[src/rtl/arb_pkg.sv]
package arb_pkg;

   // Ownership phase of the local bus
   typedef enum logic [1:0] {
      CORE_OWNS     = 2'd0,
      WAIT_BOUNDARY = 2'd1,
      GRANTED_HOLD  = 2'd2,
      GRANTED_CH    = 2'd3
   } own_phase_e;

   function automatic int idx_width(input int n);
      return (n > 1) ? $clog2(n) : 1;
   endfunction

endpackage

[src/rtl/arb_rst_qual.sv]
module arb_rst_qual #(
   parameter int RST_CYCLES = 4
) (
   input  logic clk,
   input  logic rst_i,
   output logic qual_rst_o
);
   localparam int CW = $clog2(RST_CYCLES + 1);
   localparam logic [CW-1:0] LIMIT = CW'(RST_CYCLES - 1);

   generate
      if (RST_CYCLES < 1) begin : g_bad_rst
         $error("RST_CYCLES must be at least 1");
      end
   endgenerate

   logic [CW-1:0] run_q;

   always_ff @(posedge clk) begin
      if (!rst_i)
         run_q <= '0;
      else if (run_q < LIMIT)
         run_q <= run_q + 1'b1;
   end

   assign qual_rst_o = rst_i && (run_q >= LIMIT);


   qual_needs_rst_chk: assert property (@(posedge clk) qual_rst_o |-> rst_i && ((RST_CYCLES < 2) || $past(rst_i)));

endmodule

[src/rtl/arb_pick.sv]
module arb_pick #(
   parameter int NCH        = 2,
   parameter bit HOLD_FIRST = 1'b0,
   localparam int IW        = arb_pkg::idx_width(NCH)
) (
   input  logic [NCH-1:0] req_i,
   input  logic           hold_req_i,
   output logic           any_o,
   output logic           pick_hold_o,
   output logic [IW-1:0]  pick_idx_o
);
   logic          ch_any;
   logic [IW-1:0] ch_idx;

   always_comb begin
      ch_idx = '0;
      for (int i = NCH - 1; i >= 0; i--) begin
         if (req_i[i]) ch_idx = IW'(i);
      end
   end

   assign ch_any = |req_i;
   assign any_o  = ch_any | hold_req_i;
   assign pick_idx_o = ch_idx;

   generate
      if (HOLD_FIRST) begin : g_hold_high
         assign pick_hold_o = hold_req_i;
      end else begin : g_hold_low
         assign pick_hold_o = hold_req_i && !ch_any;
      end
   endgenerate

endmodule

[src/rtl/arb_grant_dec.sv]
module arb_grant_dec #(
   parameter int NCH = 2,
   localparam int IW = arb_pkg::idx_width(NCH)
) (
   input  arb_pkg::own_phase_e phase_i,
   input  logic [IW-1:0]       idx_i,
   output logic                hold_ack_o,
   output logic [NCH-1:0]      gnt_o,
   output logic                core_hold_o
);
   import arb_pkg::*;

   genvar g;
   generate
      for (g = 0; g < NCH; g++) begin : g_gnt
         assign gnt_o[g] = (phase_i == GRANTED_CH) && (idx_i == IW'(g));
      end
   endgenerate

   assign hold_ack_o  = (phase_i == GRANTED_HOLD);
   assign core_hold_o = (phase_i != CORE_OWNS);

endmodule

[src/rtl/bus_master_arbiter.sv]
module bus_master_arbiter #(
   parameter int NCH        = 2,
   parameter int RST_CYCLES = 4,
   parameter bit HOLD_FIRST = 1'b0
) (
   input  logic           clk,
   input  logic           rst_i,
   input  logic           hold_req_i,
   output logic           hold_ack_o,
   input  logic [NCH-1:0] req_i,
   input  logic [NCH-1:0] rel_i,
   output logic [NCH-1:0] gnt_o,
   input  logic           cyc_end_i,
   input  logic           lock_n_i,
   output logic           core_hold_o
);
   import arb_pkg::*;

   localparam int IW = idx_width(NCH);

   generate
      if (NCH < 1) begin : g_bad_nch
         $error("NCH must be at least 1");
      end
   endgenerate

   logic          qual_rst;
   logic          any_req;
   logic          pick_hold;
   logic [IW-1:0] pick_idx;
   own_phase_e    phase_q, phase_d;
   logic [IW-1:0] idx_q, idx_d;

   arb_rst_qual #(.RST_CYCLES(RST_CYCLES)) u_rst (
      .clk       (clk),
      .rst_i     (rst_i),
      .qual_rst_o(qual_rst)
   );

   arb_pick #(.NCH(NCH), .HOLD_FIRST(HOLD_FIRST)) u_pick (
      .req_i      (req_i),
      .hold_req_i (hold_req_i),
      .any_o      (any_req),
      .pick_hold_o(pick_hold),
      .pick_idx_o (pick_idx)
   );

   always_comb begin
      phase_d = phase_q;
      idx_d   = idx_q;
      unique case (phase_q)
         CORE_OWNS: begin
            if (any_req) phase_d = WAIT_BOUNDARY;
         end
         WAIT_BOUNDARY: begin
            if (!any_req) begin
               phase_d = CORE_OWNS;
            end else if (cyc_end_i && lock_n_i) begin
               if (pick_hold) begin
                  phase_d = GRANTED_HOLD;
               end else begin
                  phase_d = GRANTED_CH;
                  idx_d   = pick_idx;
               end
            end
         end
         GRANTED_HOLD: begin
            if (!hold_req_i) phase_d = CORE_OWNS;
         end
         GRANTED_CH: begin
            if (!req_i[idx_q] || rel_i[idx_q]) phase_d = CORE_OWNS;
         end
         default: phase_d = CORE_OWNS;
      endcase
   end

   always_ff @(posedge clk) begin
      if (qual_rst) begin
         phase_q <= CORE_OWNS;
         idx_q   <= '0;
      end else begin
         phase_q <= phase_d;
         idx_q   <= idx_d;
      end
   end

   arb_grant_dec #(.NCH(NCH)) u_dec (
      .phase_i    (phase_q),
      .idx_i      (idx_q),
      .hold_ack_o (hold_ack_o),
      .gnt_o      (gnt_o),
      .core_hold_o(core_hold_o)
   );


   reset_idle_chk: assert property (@(posedge clk) disable iff (1'b0)
      qual_rst |=> (!core_hold_o && !hold_ack_o && (gnt_o == '0)));


   one_owner_chk: assert property (@(posedge clk) disable iff (rst_i)
      $onehot0({hold_ack_o, gnt_o}));


   hold_core_chk: assert property (@(posedge clk) disable iff (rst_i)
      ((|gnt_o) || hold_ack_o) |-> core_hold_o);


   boundary_chk: assert property (@(posedge clk) disable iff (rst_i)
      ($rose(|gnt_o) || $rose(hold_ack_o)) |-> $past(cyc_end_i));


   lock_chk: assert property (@(posedge clk) disable iff (rst_i)
      ($rose(|gnt_o) || $rose(hold_ack_o)) |-> $past(lock_n_i));


   prio_chk: assert property (@(posedge clk) disable iff (rst_i)
      (core_hold_o && !(|gnt_o) && !hold_ack_o && cyc_end_i && lock_n_i && req_i[0])
      |=> gnt_o[0]);


   release_chk: assert property (@(posedge clk) disable iff (rst_i)
      (|(gnt_o & (~req_i | rel_i))) |=> ((gnt_o == '0) && !core_hold_o));


   hold_ack_chk: assert property (@(posedge clk) disable iff (rst_i)
      $rose(hold_ack_o) |-> $past(hold_req_i));

endmodule

[config.mk]
export PLATFORM = sky130hd
export DESIGN_NAME = bus_master_arbiter
export DESIGN_NICKNAME = d
export VERILOG_FILES = /design/src/rtl/arb_pkg.sv /design/src/rtl/arb_rst_qual.sv /design/src/rtl/arb_pick.sv /design/src/rtl/arb_grant_dec.sv /design/src/rtl/bus_master_arbiter.sv
export SDC_FILE = /design/constraint.sdc
export NUM_CORES = 1
export LEC_CHECK = 0
export ABC_AREA = 1
export BUFFER_PORTS_ARGS = -buffer_cell sky130_fd_sc_hd__buf_2
export CAP_MARGIN = 20
export CORE_AREA = 2 2 39 41
export CTS_CLUSTER_DIAMETER = 60
export DETAILED_ROUTE_END_ITERATION = 10
export DIE_AREA = 0 0 41 43
export GPL_TIMING_DRIVEN = 0
export SKIP_CTS_REPAIR_TIMING = 1
export SLEW_MARGIN = 30
export SYNTH_ARGS = -nofsm -noshare
export SYNTH_HDL_FRONTEND = slang
export SYNTH_SLANG_ARGS = --single-unit
[constraint.sdc]
create_clock -name clk -period 1.4 [get_ports clk]
set_input_delay 0 -clock clk [delete_from_list [all_inputs] [get_ports clk]]
set_output_delay 0 -clock clk [all_outputs]
set_load 0.01 [all_outputs]
==> parameters.txt <==
Parameter                              Value

Floorplan
  Boundary pin count    13
  Std cell rows    14
  Vertical die dimension    43 um
  Die Area    1760 um^2
  Horizontal extent of the die    41 um
  Core footprint    1380 um^2
  Starting density of the core    0.289

Global routing
  Total grt overflow    0
  Pin count of the biggest net entering global routing    7
  Vias in the first global route    321
  First-pass GRT wire length    1210 um
  Antenna violations before repair    0
  Total Routing Usage GR    0.103
  Met1 layer usage reported by global route    0.120
  GR met3 Demand/Resource    0.0157
  Met2 Use GR    0.147
  Peak-usage layer in the global routing report    met2

Detailed routing
  Routed wirelength normalized by instance count    8.46 um
  Overall via count from detail_route    409
  Number of detailed-routing iterations run before antenna repair    4
  DRC marker count from the first detailed-route iteration    4
  DRC    0
  Total Routed Length    778 um
  Mean number of vias per cell    4.45
  Antenna-violating nets left    0

Pwr
  Standby leakage power    0.285 nW
  Total design power    1.03 mW
  Total power per unit cell area    2050 nW/um^2
  Peak supply drop    0.936 mV

Hold path
  Worst hold path depth    3
  Worst hold path type    in2reg

Yosys
  Register area share after synthesis    0.300
  Share of synthesized flip-flops with an asynchronous set or reset    0
  Per-instance average area after synthesis    6.56 um^2
  Post-Synthesis Cells    61
  Number of different library cells in the post-synthesis netlist    18
  Post-Syn Area    400 um^2
  Number of enable flip-flop cells after synthesis    0
  Number of warnings printed during yosys synthesis    0
  Post-synth net total    72
  Number of synthesized register bits    6
  Synth Flop Type    sky130_fd_sc_hd__dfxtp_1

Setup path
  Sort of element at the end of the critical path    register
  Buffering stage count on the worst path with inverters included    0
  Logic depth of the worst path, buffers included    5
  Worst path arrival time    1.36 ns
  WS Path Type    reg2reg
  Kind of start point of the critical path    register
  Kind of cell adding the most delay to the critical path    adder cells
  Cell-by-cell trace of the critical path    ha_1 -> ha_1 -> o21ai_1 -> nand2_1 -> nor2_2
  Highest net fanout along the worst path    4
  Cell type with the highest occurrence count on the critical path    sky130_fd_sc_hd__ha_1
  Reg2Reg Depth    5
  Critical-path top delay cell    sky130_fd_sc_hd__dfxtp_1
  Required time of the worst setup path    1.58 ns
  CP max stage delay    0.33 ns

Clocking
  H-Tree Depth    1
  Clock tree from TritonCTS    done
  Clock insertion delay at the later pin of the skew report    0.24 ns
  Buffers from clock root to sink, at most    2
  Clock buffers created by TritonCTS    3
  Master cell of the clock root buffer    sky130_fd_sc_hd__clkbuf_4
  Sink count of the clock tree    6
  Clock transition at the registers of the reported paths    0.04 ns

Placed design
  Cell area after placement    480 um^2
  Weighted congestion reported at the end of routability-driven placement    0.691
  Number of buffers added on ports    12
  HPWL after detailed placement    657 um

Timing
  Max Fclk    846 MHz
  Actual transition at the worst max-transition pin    0.233 ns
  Max transition margin    0.844
  Final number of max-transition violations    0
  Worst clock skew on the final layout    0.00102 ns
  Clock period minus final worst setup slack    1.18 ns
  Hold Fails Final Rpt    0
  Total negative slack    0 ns
  Final Setup Violations    0
  Setup repair after global routing missed its margin    false
  Fin crit share    0.845

Layout
  Number of antenna repair diodes    0
  Area growth from synthesis to final layout    25.6%
  Number of fill cells in the layout    160
  Fraction of final layout cells with drive strength greater than 1    0.329
  Total area of sequential cells    120 um^2
  Layout Nets    89
  Final cell area excluding filler cells    503 um^2
  Multi-input gate area    239 um^2

Outcome
  Result of the run    finished, final reports clean

Run
  Max cap viols    0
## per-stage QoR
step	setup slack (ns)	hold slack, ns	instances	utilization
floorplan	0.248	0.136	61	-
global placement	0.0926	0.268	89	0.347
detailed placement	0.0860	0.275	89	0.347
CTS	0.0796	0.0181	92	0.363
global route	0.0941	0.0402	92	0.363
finish	0.217	0.0261	92	0.363
## cell families after synthesis
kind of cell,Yosys count,share of synthesized area
AND/OR/NAND/NOR,35,0.425
buffers and inverters,11,0.103
AO/OA/AOI/OAI,7,0.109
flip-flops,6,0.300
adder cells (fa/ha/maj),2,0.0625
## flip-flops by register name (all words and copies together), names as in the netlist
| signal | count |
|---|---|
| phase_q | 2 |
| u_rst.run_q | 3 |
| idx_q | 1 |
## cell type report
class | instances | area share
clock buffer | 3 | 0.0448
multi-input combinational | 44 | 0.475
timing repair buffer | 12 | 0.119
inverter | 11 | 0.0821
sequential | 6 | 0.239
tap | 16 | 0.0398
## cell usage after synthesis (all sizes together), types with 2 or more instances
cell | count | area, um^2
nand2 | 13 | 48.8
nor2 | 14 | 72.6
nand3 | 5 | 30.0
inv | 11 | 41.3
o21ai | 2 | 10.0
a21oi | 2 | 10.0
ha | 2 | 25.0
dfxtp | 6 | 120
## layer usage
metal  up-vias  wire length [um]
met2        12               363
met3         0                63
met1       171               351
met4         0                 0
li1        226                 -
met5         -                 0
## path summary, 6_finish.rpt
path | slack, ns | end | from
worst min register to register | 0.49 | u_rst.run_q[0] | u_rst.run_q[0]
worst min-delay path | 0.03 | u_rst.run_q[0] | rst_i
worst max register to register | 0.22 | phase_q[1] | u_rst.run_q[0]
worst max-delay path | 0.22 | phase_q[1] | u_rst.run_q[0]
## tightest hold or removal path, stage by stage
cell and delay [ns]:
sky130_fd_sc_hd__buf_2 0.11, sky130_fd_sc_hd__o21ai_0 0.07, sky130_fd_sc_hd__a31oi_1 0.04
## placed cells by master (no fill, tap or decap)
cell and n:
sky130_fd_sc_hd__nand3_1 4, sky130_fd_sc_hd__nand3b_1 1, sky130_fd_sc_hd__inv_1 8, sky130_fd_sc_hd__nand4_1 1, sky130_fd_sc_hd__nor2_1 8, sky130_fd_sc_hd__dfxtp_1 6, sky130_fd_sc_hd__a31oi_1 1, sky130_fd_sc_hd__o21ai_0 1
sky130_fd_sc_hd__nor2_4 1, sky130_fd_sc_hd__nor3_1 1, sky130_fd_sc_hd__buf_2 12, sky130_fd_sc_hd__a21oi_1 2, sky130_fd_sc_hd__ha_1 2, sky130_fd_sc_hd__clkbuf_4 3, sky130_fd_sc_hd__nand3_2 1, sky130_fd_sc_hd__inv_2 3
sky130_fd_sc_hd__o21ai_1 1, sky130_fd_sc_hd__nor2_2 5, sky130_fd_sc_hd__nand2_1 13, sky130_fd_sc_hd__o211a_1 1, sky130_fd_sc_hd__a211oi_1 1
## report_power, final
| part | internal (mW) | total, mW | switching, mW |
|---|---|---|---|
| registers | 0.255 | 0.340 | 0.0843 |
| clock network | 0.0966 | 0.154 | 0.0576 |
| logic | 0.221 | 0.538 | 0.317 |
Note: power is estimated with default switching activity, not from simulation.
